[src/rtl/sram_lane_pkg.sv]
package sram_lane_pkg;

   typedef enum logic [1:0] {
      ST_IDLE  = 2'd0,
      ST_READ  = 2'd1,
      ST_WRITE = 2'd2,
      ST_RECOV = 2'd3
   } seq_state_e;

   // whole cycles covering t_ps at the given period, never below one
   function automatic int ceil_cycles(input int t_ps, input int per_ps);
      int c;
      c = (t_ps + per_ps - 1) / per_ps;
      if (c < 1) c = 1;
      return c;
   endfunction

   function automatic int max2(input int a, input int b);
      return (a > b) ? a : b;
   endfunction

endpackage

[src/rtl/sram_lane_timer.sv]
module sram_lane_timer #(
   parameter int CW = 2
) (
   input  logic          clk,
   input  logic          rst_n,
   input  logic          load_i,
   input  logic [CW-1:0] load_val_i,
   output logic          zero_o
);
   logic [CW-1:0] cnt_q;

   always_ff @(posedge clk or negedge rst_n) begin
      if (!rst_n)              cnt_q <= '0;
      else if (load_i)         cnt_q <= load_val_i;
      else if (cnt_q != '0)    cnt_q <= cnt_q - 1'b1;
   end

   assign zero_o = (cnt_q == '0);
endmodule

[src/rtl/sram_lane_seq.sv]
module sram_lane_seq
   import sram_lane_pkg::*;
#(
   parameter int ADDR_W  = 19,
   parameter int LANES   = 4,
   parameter int LANE_W  = 8,
   parameter int RD_CYC  = 3,
   parameter int WP_CYC  = 2,
   parameter int REC_CYC = 1
) (
   input  logic                    clk,
   input  logic                    rst_n,
   input  logic                    req_i,
   input  logic                    we_i,
   input  logic [ADDR_W-1:0]       addr_i,
   input  logic [LANES*LANE_W-1:0] wdata_i,
   input  logic [LANES-1:0]        be_i,
   output logic                    ready_o,
   output logic                    cap_o,
   output logic [LANES-1:0]        sel_o,
   output logic [ADDR_W-1:0]       mem_addr_o,
   output logic [LANES-1:0]        mem_ce_n_o,
   output logic [LANES-1:0]        mem_we_n_o,
   output logic                    mem_oe_n_o,
   output logic [LANES*LANE_W-1:0] mem_dq_o,
   output logic                    mem_dq_oe_o
);
   localparam int DW   = LANES * LANE_W;
   localparam int MAXC = max2(max2(RD_CYC, WP_CYC), REC_CYC);
   localparam int CW   = (MAXC < 2) ? 1 : $clog2(MAXC);

   seq_state_e      st_q;
   logic            t_load, t_zero;
   logic [CW-1:0]   t_val;
   logic [DW-1:0]   wdata_q;

   always_comb begin
      t_load = 1'b0;
      t_val  = CW'(REC_CYC - 1);
      unique case (st_q)
         ST_IDLE: begin
            t_load = req_i;
            t_val  = we_i ? CW'(WP_CYC - 1) : CW'(RD_CYC - 1);
         end
         ST_READ, ST_WRITE: t_load = t_zero;
         default: t_load = 1'b0;
      endcase
   end

   sram_lane_timer #(.CW(CW)) u_timer (
      .clk        (clk),
      .rst_n      (rst_n),
      .load_i     (t_load),
      .load_val_i (t_val),
      .zero_o     (t_zero)
   );

   always_ff @(posedge clk or negedge rst_n) begin
      if (!rst_n) begin
         st_q        <= ST_IDLE;
         mem_addr_o  <= '0;
         wdata_q     <= '0;
         sel_o       <= '0;
         mem_ce_n_o  <= '1;
         mem_we_n_o  <= '1;
         mem_oe_n_o  <= 1'b1;
         mem_dq_oe_o <= 1'b0;
      end else begin
         unique case (st_q)
            ST_IDLE: if (req_i) begin
               mem_addr_o <= addr_i;
               wdata_q    <= wdata_i;
               sel_o      <= be_i;
               mem_ce_n_o <= ~be_i;
               if (we_i) begin
                  mem_we_n_o  <= ~be_i;
                  mem_dq_oe_o <= 1'b1;
                  st_q        <= ST_WRITE;
               end else begin
                  mem_oe_n_o  <= 1'b0;
                  st_q        <= ST_READ;
               end
            end
            ST_READ: if (t_zero) begin
               mem_ce_n_o <= '1;
               mem_oe_n_o <= 1'b1;
               st_q       <= ST_RECOV;
            end
            ST_WRITE: if (t_zero) begin
               mem_ce_n_o <= '1;
               mem_we_n_o <= '1;
               st_q       <= ST_RECOV;
            end
            default: begin
               mem_dq_oe_o <= 1'b0;
               if (t_zero) st_q <= ST_IDLE;
            end
         endcase
      end
   end

   assign ready_o  = (st_q == ST_IDLE);
   assign cap_o    = (st_q == ST_READ) && t_zero;
   assign mem_dq_o = wdata_q;
endmodule

[src/rtl/sram_lane_rdcap.sv]
module sram_lane_rdcap #(
   parameter int LANES  = 4,
   parameter int LANE_W = 8
) (
   input  logic                    clk,
   input  logic                    rst_n,
   input  logic                    cap_i,
   input  logic [LANES-1:0]        sel_i,
   input  logic [LANES*LANE_W-1:0] dq_i,
   output logic [LANES*LANE_W-1:0] rdata_o,
   output logic                    rvalid_o
);
   for (genvar l = 0; l < LANES; l++) begin : g_lane
      always_ff @(posedge clk or negedge rst_n) begin
         if (!rst_n)
            rdata_o[l*LANE_W +: LANE_W] <= '0;
         else if (cap_i)
            rdata_o[l*LANE_W +: LANE_W] <= sel_i[l] ? dq_i[l*LANE_W +: LANE_W] : '0;
      end
   end

   always_ff @(posedge clk or negedge rst_n) begin
      if (!rst_n) rvalid_o <= 1'b0;
      else        rvalid_o <= cap_i;
   end
endmodule

[src/rtl/sram_lane_ctrl.sv]
module sram_lane_ctrl
   import sram_lane_pkg::*;
#(
   parameter int ADDR_W        = 19,
   parameter int LANES         = 4,
   parameter int LANE_W        = 8,
   parameter int CLK_PERIOD_PS = 10000,
   parameter int T_ACCESS_PS   = 25000,
   parameter int T_WPULSE_PS   = 20000,
   parameter int T_WEHIGH_PS   = 5000,
   parameter int T_HOLD_PS     = 2000
) (
   input  logic                    clk,
   input  logic                    rst_n,
   input  logic                    req_i,
   input  logic                    we_i,
   input  logic [ADDR_W-1:0]       addr_i,
   input  logic [LANES*LANE_W-1:0] wdata_i,
   input  logic [LANES-1:0]        be_i,
   output logic                    ready_o,
   output logic                    rvalid_o,
   output logic [LANES*LANE_W-1:0] rdata_o,
   output logic [ADDR_W-1:0]       mem_addr_o,
   output logic [LANES-1:0]        mem_ce_n_o,
   output logic [LANES-1:0]        mem_we_n_o,
   output logic                    mem_oe_n_o,
   output logic [LANES*LANE_W-1:0] mem_dq_o,
   output logic                    mem_dq_oe_o,
   input  logic [LANES*LANE_W-1:0] mem_dq_i
);
   localparam int RD_CYC  = ceil_cycles(T_ACCESS_PS, CLK_PERIOD_PS);
   localparam int WP_CYC  = ceil_cycles(T_WPULSE_PS, CLK_PERIOD_PS);
   localparam int REC_CYC = ceil_cycles(max2(T_WEHIGH_PS, T_HOLD_PS), CLK_PERIOD_PS);

   if (LANES < 1 || LANE_W < 1 || ADDR_W < 1 || CLK_PERIOD_PS < 1) begin : g_param_bad
      $error("sram_lane_ctrl: widths and clock period must be positive");
   end

   logic             cap;
   logic [LANES-1:0] sel;

   sram_lane_seq #(
      .ADDR_W (ADDR_W), .LANES (LANES), .LANE_W (LANE_W),
      .RD_CYC (RD_CYC), .WP_CYC (WP_CYC), .REC_CYC (REC_CYC)
   ) u_seq (
      .clk         (clk),
      .rst_n       (rst_n),
      .req_i       (req_i),
      .we_i        (we_i),
      .addr_i      (addr_i),
      .wdata_i     (wdata_i),
      .be_i        (be_i),
      .ready_o     (ready_o),
      .cap_o       (cap),
      .sel_o       (sel),
      .mem_addr_o  (mem_addr_o),
      .mem_ce_n_o  (mem_ce_n_o),
      .mem_we_n_o  (mem_we_n_o),
      .mem_oe_n_o  (mem_oe_n_o),
      .mem_dq_o    (mem_dq_o),
      .mem_dq_oe_o (mem_dq_oe_o)
   );

   sram_lane_rdcap #(.LANES(LANES), .LANE_W(LANE_W)) u_rdcap (
      .clk      (clk),
      .rst_n    (rst_n),
      .cap_i    (cap),
      .sel_i    (sel),
      .dq_i     (mem_dq_i),
      .rdata_o  (rdata_o),
      .rvalid_o (rvalid_o)
   );
endmodule

[config.mk]
export PLATFORM = sky130hd
export DESIGN_NAME = sram_lane_ctrl
export DESIGN_NICKNAME = d
export VERILOG_FILES = /design/src/rtl/sram_lane_pkg.sv /design/src/rtl/sram_lane_timer.sv /design/src/rtl/sram_lane_seq.sv /design/src/rtl/sram_lane_rdcap.sv /design/src/rtl/sram_lane_ctrl.sv
export SDC_FILE = /design/constraint.sdc
export NUM_CORES = 1
export LEC_CHECK = 0
export ABC_AREA = 1
export BUFFER_PORTS_ARGS = -buffer_cell sky130_fd_sc_hd__buf_2
export CORE_MARGIN = 1.5
export CORE_UTILIZATION = 43
export DETAILED_ROUTE_END_ITERATION = 7
export PLACE_DENSITY = 0.84
export SKIP_LAST_GASP = 1
export SYNTH_ARGS = -nofsm -noshare
export SYNTH_HDL_FRONTEND = slang
export SYNTH_SLANG_ARGS = --single-unit
[constraint.sdc]
create_clock -name clk -period 1.2 [get_ports clk]
set_input_delay 0.12 -clock clk [delete_from_list [all_inputs] [get_ports clk]]
set_output_delay 0.12 -clock clk [all_outputs]
set_load 0.02 [all_outputs]
## Word-level counts from Yosys, hierarchy flattened

Index checks and enable logic that the tools add are counted.
W data, S select, Z words.

- Register bits after elaboration: 102
- Input bits: 91
- Output and inout port bits: 95
- Logic and storage cells: 68

- $add $sub $neg: 1
- Eq/ne operators: 8
- Mux-type cells: 27
- Bitwise logic cells: 2
- Reduce and logical (&&, ||, !) cells: 16

Operator list:

| operator | count |
|---|---|
| $mux W8 | 4 |
| $mux W2 | 8 |
| $mux W4 | 4 |
| $pmux W4 S2 | 2 |
| $reduce_bool A2 Y1 | 6 |
| $reduce_and A3 Y1 | 3 |
| $reduce_and A4 Y1 | 2 |
| $ne A2 B1 Y1 const B | 3 |
| $ne A2 B2 Y1 const B | 3 |
| $pmux W1 S2 | 3 |
| $mux W1 | 5 |
| $logic_not A2 Y1 | 2 |
| $not A4 Y4 | 1 |
| $pmux W2 S2 | 1 |
| $eq A2 B1 Y1 const B | 1 |
| $eq A2 B2 Y1 const B | 1 |
| $reduce_and A2 Y1 | 1 |
| $reduce_or A2 Y1 | 1 |
| $sub A2 B1 Y2 const B | 1 |
| $logic_and A1 B1 Y1 | 1 |
| $not A1 Y1 | 1 |

## Logic depth before layout (Yosys ltp)

- Depth after elaboration: 4
- Mapped depth: 9
- Mapped depth without buffers: 8

## Hierarchy

Synthesis repeated with hierarchy kept, for this count alone.

- Cell total of the unflattened synthesis: 488
- Area total of the unflattened synthesis: 4340.4 µm²

By module, submodules not included:

| module | times used | cells each | area each (µm²) |
|---|---|---|---|
| sram_lane_seq | 1 | 330 | 2894.0 |
| sram_lane_rdcap | 1 | 141 | 1326.3 |
| sram_lane_timer | 1 | 17 | 120.1 |

## Worst setup path before layout

Ideal clock, no wire load.

- Path kind: reg-to-reg
- From: register u_seq.st_q[0]
- To: register u_seq.mem_ce_n_o[0]
- Setup time: 76 ps
- Arrival time: 1319 ps
- Slack: -195 ps
- Cell stages (with the launch flop): 8
- Buffers on the path: 0
- Clock period less this slack: 1395 ps
- Cell sequence: dfrtp_1 > inv_1 > ha_1 > nand2_1 > o21ai_2 > nand2_2 > nand2_1 > nand2_1

- Elaborated cells on any way between the ends: 9

RTL lines:

| what | RTL line | text |
|---|---|---|
| start, declared | sram_lane_seq.sv:32 | `seq_state_e st_q;` |
| start signal, assigned | sram_lane_seq.sv:60 | `st_q <= ST_IDLE;` |
| start signal, assigned | sram_lane_seq.sv:78 | `st_q <= ST_WRITE;` |
| start signal, assigned | sram_lane_seq.sv:81 | `st_q <= ST_READ;` |
| $logic_not A2 Y1 * | n/a |  |
| net ready_o | sram_lane_ctrl.sv:20 | `output logic ready_o,` |
| $ne A2 B2 Y1 (no source line) / $reduce_bool A2 Y1 (equally long branches) | n/a |  |
| $reduce_and A3 Y1 (no source line) | n/a |  |
| end signal, assigned | sram_lane_seq.sv:74 | `mem_ce_n_o <= ~be_i;` |
| end, declared | sram_lane_seq.sv:22 | `output logic [LANES-1:0] mem_ce_n_o,` |

Mark *: on every way through the listed nets, which the timed path passes. The rest lies on a longest branch.
A chain may end at the register's enable or synchronous reset.

## Worst setup path in the final report

- From: register u_seq.st_q[1]
- To: register u_rdcap.rdata_o[22]

- Word-level cells in the longest chain between the ends: 2

Ends and longest elaborated chain:

| what | RTL line | text |
|---|---|---|
| $eq A2 B1 Y1 | sram_lane_seq.sv:103 | `assign cap_o = (st_q == ST_READ) && t_zero;` |
| $logic_and A1 B1 Y1 | sram_lane_seq.sv:103 |  |
| end signal, assigned by index | sram_lane_rdcap.sv:18 | `rdata_o[l*LANE_W +: LANE_W] <= sel_i[l] ? dq_i[l*LANE_W +: LANE_W] : '0;` |
| end, declared | sram_lane_rdcap.sv:10 | `output logic [LANES*LANE_W-1:0] rdata_o,` |

Every way passes these cells.

==> flow_summary_export.csv <==
group,metric,value,unit
outcome,run_status,"finished with violations",
outcome,violations,"negative setup slack",
routing,1st_pass_router_iterations,6,
power_and_ir_drop,p_leak,3.80,nW
sta,layout_min_cycle_time,1400,ps
clock_tree,cts.clk_slew.worst_paths,90,ps
worst_setup_path,critical_path.startpoint_type,"flop",
routing,detail_route.drc_violations,0,
worst_setup_path,path_max_fanout,9,
worst_setup_path,cp.buffers_inverters,4,
clock_tree,cts.root.buffer_cell,"sky130_fd_sc_hd__clkbuf_8",
worst_setup_path,crit_start,"u_seq.st_q[1]$_DFFE_PN0P_",
sta,drv_slew,0,
worst_setup_path,cp_slowest_stage_delay,400,ps
placed_design,finalWeightedCongestion,0.838,
finish,filler_cell_count,691,
placed_design,io_buffer_count,185,
placed_design,place.detailed.instances,807,
hold_path,worstHoldPathType,"in2reg",
global_routing,grt_pass1_vias,4746,
worst_setup_path,reg2reg_setup_slack,-200,ps
finish,final-instance-count-excl-fill,912,
routing,first_iter_violations,374,
yosys,largest_family_of_logic_cells_by_synthesized_area,"simple AND/OR/NAND/NOR gates",
routing,postRouteAntennaNets,0,
finish,antenna_cells_inserted,0,
yosys,post_synth_xor_area_fraction,0.197,%
sta,timing_hold_violations_final,0,
yosys,synth-simple-area-share,27.8,%
placed_design,dpl.hpwl,8240,microns
global_routing,gr-usage-all-layers,25.3,%
power_and_ir_drop,totalPowerFinal,0.0184,W
placed_design,placement.cell_area,5660,sq um
clock_tree,max-clock-path-buffers,2,
yosys,post_synth_num_cell_types,21,
floorplan,die_h,105,microns
sta,fin_crit_sh,116,%
yosys,postSynthRegisterBits,102,
global_routing,global_route_congestion_overflow_total,0,
floorplan,num_rows,36,
global_routing,initial_antenna_violation_count,0,
hold_path,hold_path.startpoint,"wdata_i[10]",
yosys,postSynthCellCount,493,
sta,layout_skew,8.22,ps
floorplan,io_pins,186,
floorplan,start_util,44.8,%
global_routing,global_route.usage.met1,29.3,%
finish,layout-drive-gt1-share,41.8,%
floorplan,die_x,105,microns
sta,setup_repair_after_global_routing_missed_its_margin,"true",
yosys,yosysWarningCount,0,
worst_setup_path,worst_ep_arrival_time,1650,ps
worst_setup_path,worst_setup_path_end_kind,"flop",
sta,timing.slew.headroom,74.7,%
sta,setup_violations,102,
routing,routed_wire_per_std_cell,15.5,microns
yosys,synth-compound-area-share,5.78,%
worst_setup_path,cp_data_required_time,1450,ps
power_and_ir_drop,ir_drop_worst_case_vdd,2.08,mV
clock_tree,cts_made_buffers,9,
yosys,postSynthNetCount,590,
clock_tree,insertion_delay,360,ps
worst_setup_path,path_class,"reg2reg",
yosys,syn_area_per_cell,9.01,sq um
worst_setup_path,path_delay_family,"buffers and inverters",
finish,num-nets-final,871,
clock_tree,tritoncts_clock_tree,"done",
finish,area_delta_synth_final,58.2,%
worst_setup_path,timing.rr.start,"u_seq.st_q[1]$_DFFE_PN0P_",
global_routing,pin_count_of_the_biggest_net_entering_global_routing,45,
worst_setup_path,timing.critical_path.slowest_stage_cell,"sky130_fd_sc_hd__dfrtp_1",
floorplan,fp.dieArea,10900,sq um
yosys,synth_area,4440,sq um
global_routing,grtUsageMet2,44.9,%
power_and_ir_drop,power.density,2620,nW/um^2
routing,wl,14100,microns
finish,design_area,7030,sq um
sta,timing.hold.ws,9.82,ps
sta,setup_tns,-13720,ps
floorplan,fp.coreArea,9910,sq um
global_routing,global_route.peak_usage_layer,"met2",
yosys,fraction_of_synthesized_area_in_multiplexers,0,%
sta,max_slew.worst_pin.slew,380,ps
yosys,yosys.area_share.adder,1.69,%
job,drv.max_cap_violation_count,0,
clock_tree,cts-htree-levels,3,
routing,vias_per_cell,5.00,
routing,vias,4556,
worst_setup_path,timing.critical_path.cells,"inv_2, buf_4, ha_4, nand2_8, buf_6, buf_12, nand2_2, o21ai_2",
global_routing,global_route_wire_length_before_repair,22000,microns
yosys,seq_total_area_yosys,57.7,%
global_routing,grt_util_met3,4.05,%
sta,worst_slack,-196,ps
clock_tree,cts_sinks,102,
sta,fmax,716,MHz
## through the flow
step / setup WS, ps / utilization (%)
2_1_floorplan: -60.1 / -
3_3_place_gp: -67.2 / 57.1
3_5_place_dp: -141 / 57.1
6_report: -196 / 70.9
5_1_grt: -251 / 70.9
4_1_cts: -151 / 68.8
## cell type report
class / instances / area [sq um] / area share, %
Clock inverter: 4 / 70.1 / 0.997
Tap cell: 133 / 166 / 2.37
Inverter: 17 / 66.3 / 0.944
Sequential cell: 102 / 2560 / 36.5
Timing Repair Buffer: 300 / 2240 / 31.9
Clock buffer: 12 / 145 / 2.07
Multi-Input combinational cell: 344 / 1770 / 25.2
## cell usage in the layout, fill, tap and decap left out, types with 2 or more instances in the layout
cell | synthesis | layout
sky130_fd_sc_hd__nand2_1 | 225 | 196
sky130_fd_sc_hd__buf_2 | 5 | 174
sky130_fd_sc_hd__dfrtp_1 | 93 | 93
sky130_fd_sc_hd__nand3_1 | 69 | 68
sky130_fd_sc_hd__dlygate4sd3_1 | 0 | 67
sky130_fd_sc_hd__buf_4 | 8 | 32
sky130_fd_sc_hd__nand2_2 | 2 | 27
sky130_fd_sc_hd__o21ai_2 | 19 | 21
sky130_fd_sc_hd__buf_6 | 12 | 13
sky130_fd_sc_hd__o21ai_1 | 0 | 11
sky130_fd_sc_hd__inv_1 | 15 | 10
sky130_fd_sc_hd__clkbuf_8 | 0 | 10
sky130_fd_sc_hd__dfstp_2 | 9 | 9
sky130_fd_sc_hd__buf_12 | 0 | 8
sky130_fd_sc_hd__inv_2 | 2 | 6
sky130_fd_sc_hd__ha_4 | 0 | 4
sky130_fd_sc_hd__nand2_4 | 1 | 3
sky130_fd_sc_hd__nand2_8 | 0 | 2
sky130_fd_sc_hd__a21oi_1 | 3 | 2
sky130_fd_sc_hd__ha_2 | 0 | 2
sky130_fd_sc_hd__bufinv_16 | 0 | 2
sky130_fd_sc_hd__clkinv_2 | 0 | 2
sky130_fd_sc_hd__clkbuf_1 | 1 | 2
sky130_fd_sc_hd__buf_16 | 0 | 2
sky130_fd_sc_hd__clkbuf_16 | 0 | 2
## repair_timing
item | CTS | global route
buffers inserted | 11 | 5
endpoints found under the setup margin | 108 | 110
endpoints found under the hold margin | 158 | 1
gates resized for setup | 33 | 24
hold buffers | 66 | 1
pin swaps | 8 | 4
cloned | 3 | 3
## power breakdown
group	total (W)	internal [W]	switching, W
registers	0.00600	0.00500	0.000999
logic	0.0100	0.00413	0.00592
clock network	0.00235	0.00123	0.00112
## synth_stat cells, drive strengths merged
master  count  share of area (%)
nand3      70                8.0
a21oi       3               0.34
ha          6                1.7
inv        17                1.4
nand2     228                 20
dfstp       9                5.3
o21ai      34                5.4
clkbuf      1              0.084
nor2        1              0.084
nand4       1               0.14
dfrtp      93                 52
xor2        1               0.20
buf        29                5.3
## sequential cells by signal, indices dropped and copies added, names as in the netlist
register	cells
u_seq.mem_oe_n_o	1
u_seq.mem_dq_o	32
u_seq.mem_dq_oe_o	1
u_seq.mem_ce_n_o	4
u_rdcap.rdata_o	32
u_seq.st_q	2
u_seq.mem_we_n_o	4
u_seq.sel_o	4
u_seq.mem_addr_o	19
u_seq.u_timer.cnt_q	2
u_rdcap.rvalid_o	1
## final timing paths
path                                                        end  depth (start not counted)
worst max-delay path            u_rdcap.rdata_o[22]$_DFFE_PN0P_                          8
worst min-delay path             u_seq.mem_dq_o[10]$_DFFE_PN0P_                          3
worst max register to register  u_rdcap.rdata_o[22]$_DFFE_PN0P_                          8
worst min register to register   u_seq.mem_dq_o[29]$_DFFE_PN0P_                          2
max in group asynchronous       u_seq.mem_ce_n_o[0]$_DFFE_PN1P_                          3
min in group asynchronous        u_rdcap.rdata_o[4]$_DFFE_PN0P_                          2
## layer usage
| metal | share of wire [%] | vias to the layer above |
|---|---|---|
| met5 | 0 | - |
| met4 | 3.9 | 0 |
| met3 | 5.9 | 59 |
| met2 | 51 | 216 |
| met1 | 39 | 2144 |
| li1 | - | 2137 |
## worst reg2reg max path, stage by stage, from the launching register on
cell	delay (ps)
sky130_fd_sc_hd__dfrtp_1	400
sky130_fd_sc_hd__inv_2	100
sky130_fd_sc_hd__buf_4	130
sky130_fd_sc_hd__ha_4	150
sky130_fd_sc_hd__nand2_8	90
sky130_fd_sc_hd__buf_6	150
sky130_fd_sc_hd__buf_12	140
sky130_fd_sc_hd__nand2_2	70
sky130_fd_sc_hd__o21ai_2	60
## logic make-up (layout without fill, tap and decap cells)
| logic type | after synthesis | count (layout) |
|---|---|---|
| and+or+nand+nor | 300 | 300 |
| DFF | 102 | 102 |
| buffers and inverters | 47 | 333 |
| AOI/OAI and AO/OA | 37 | 37 |
| adders and majority gates | 6 | 6 |
| xor gates and xnor gates | 1 | 1 |
Power figures use the tool's default switching activity.
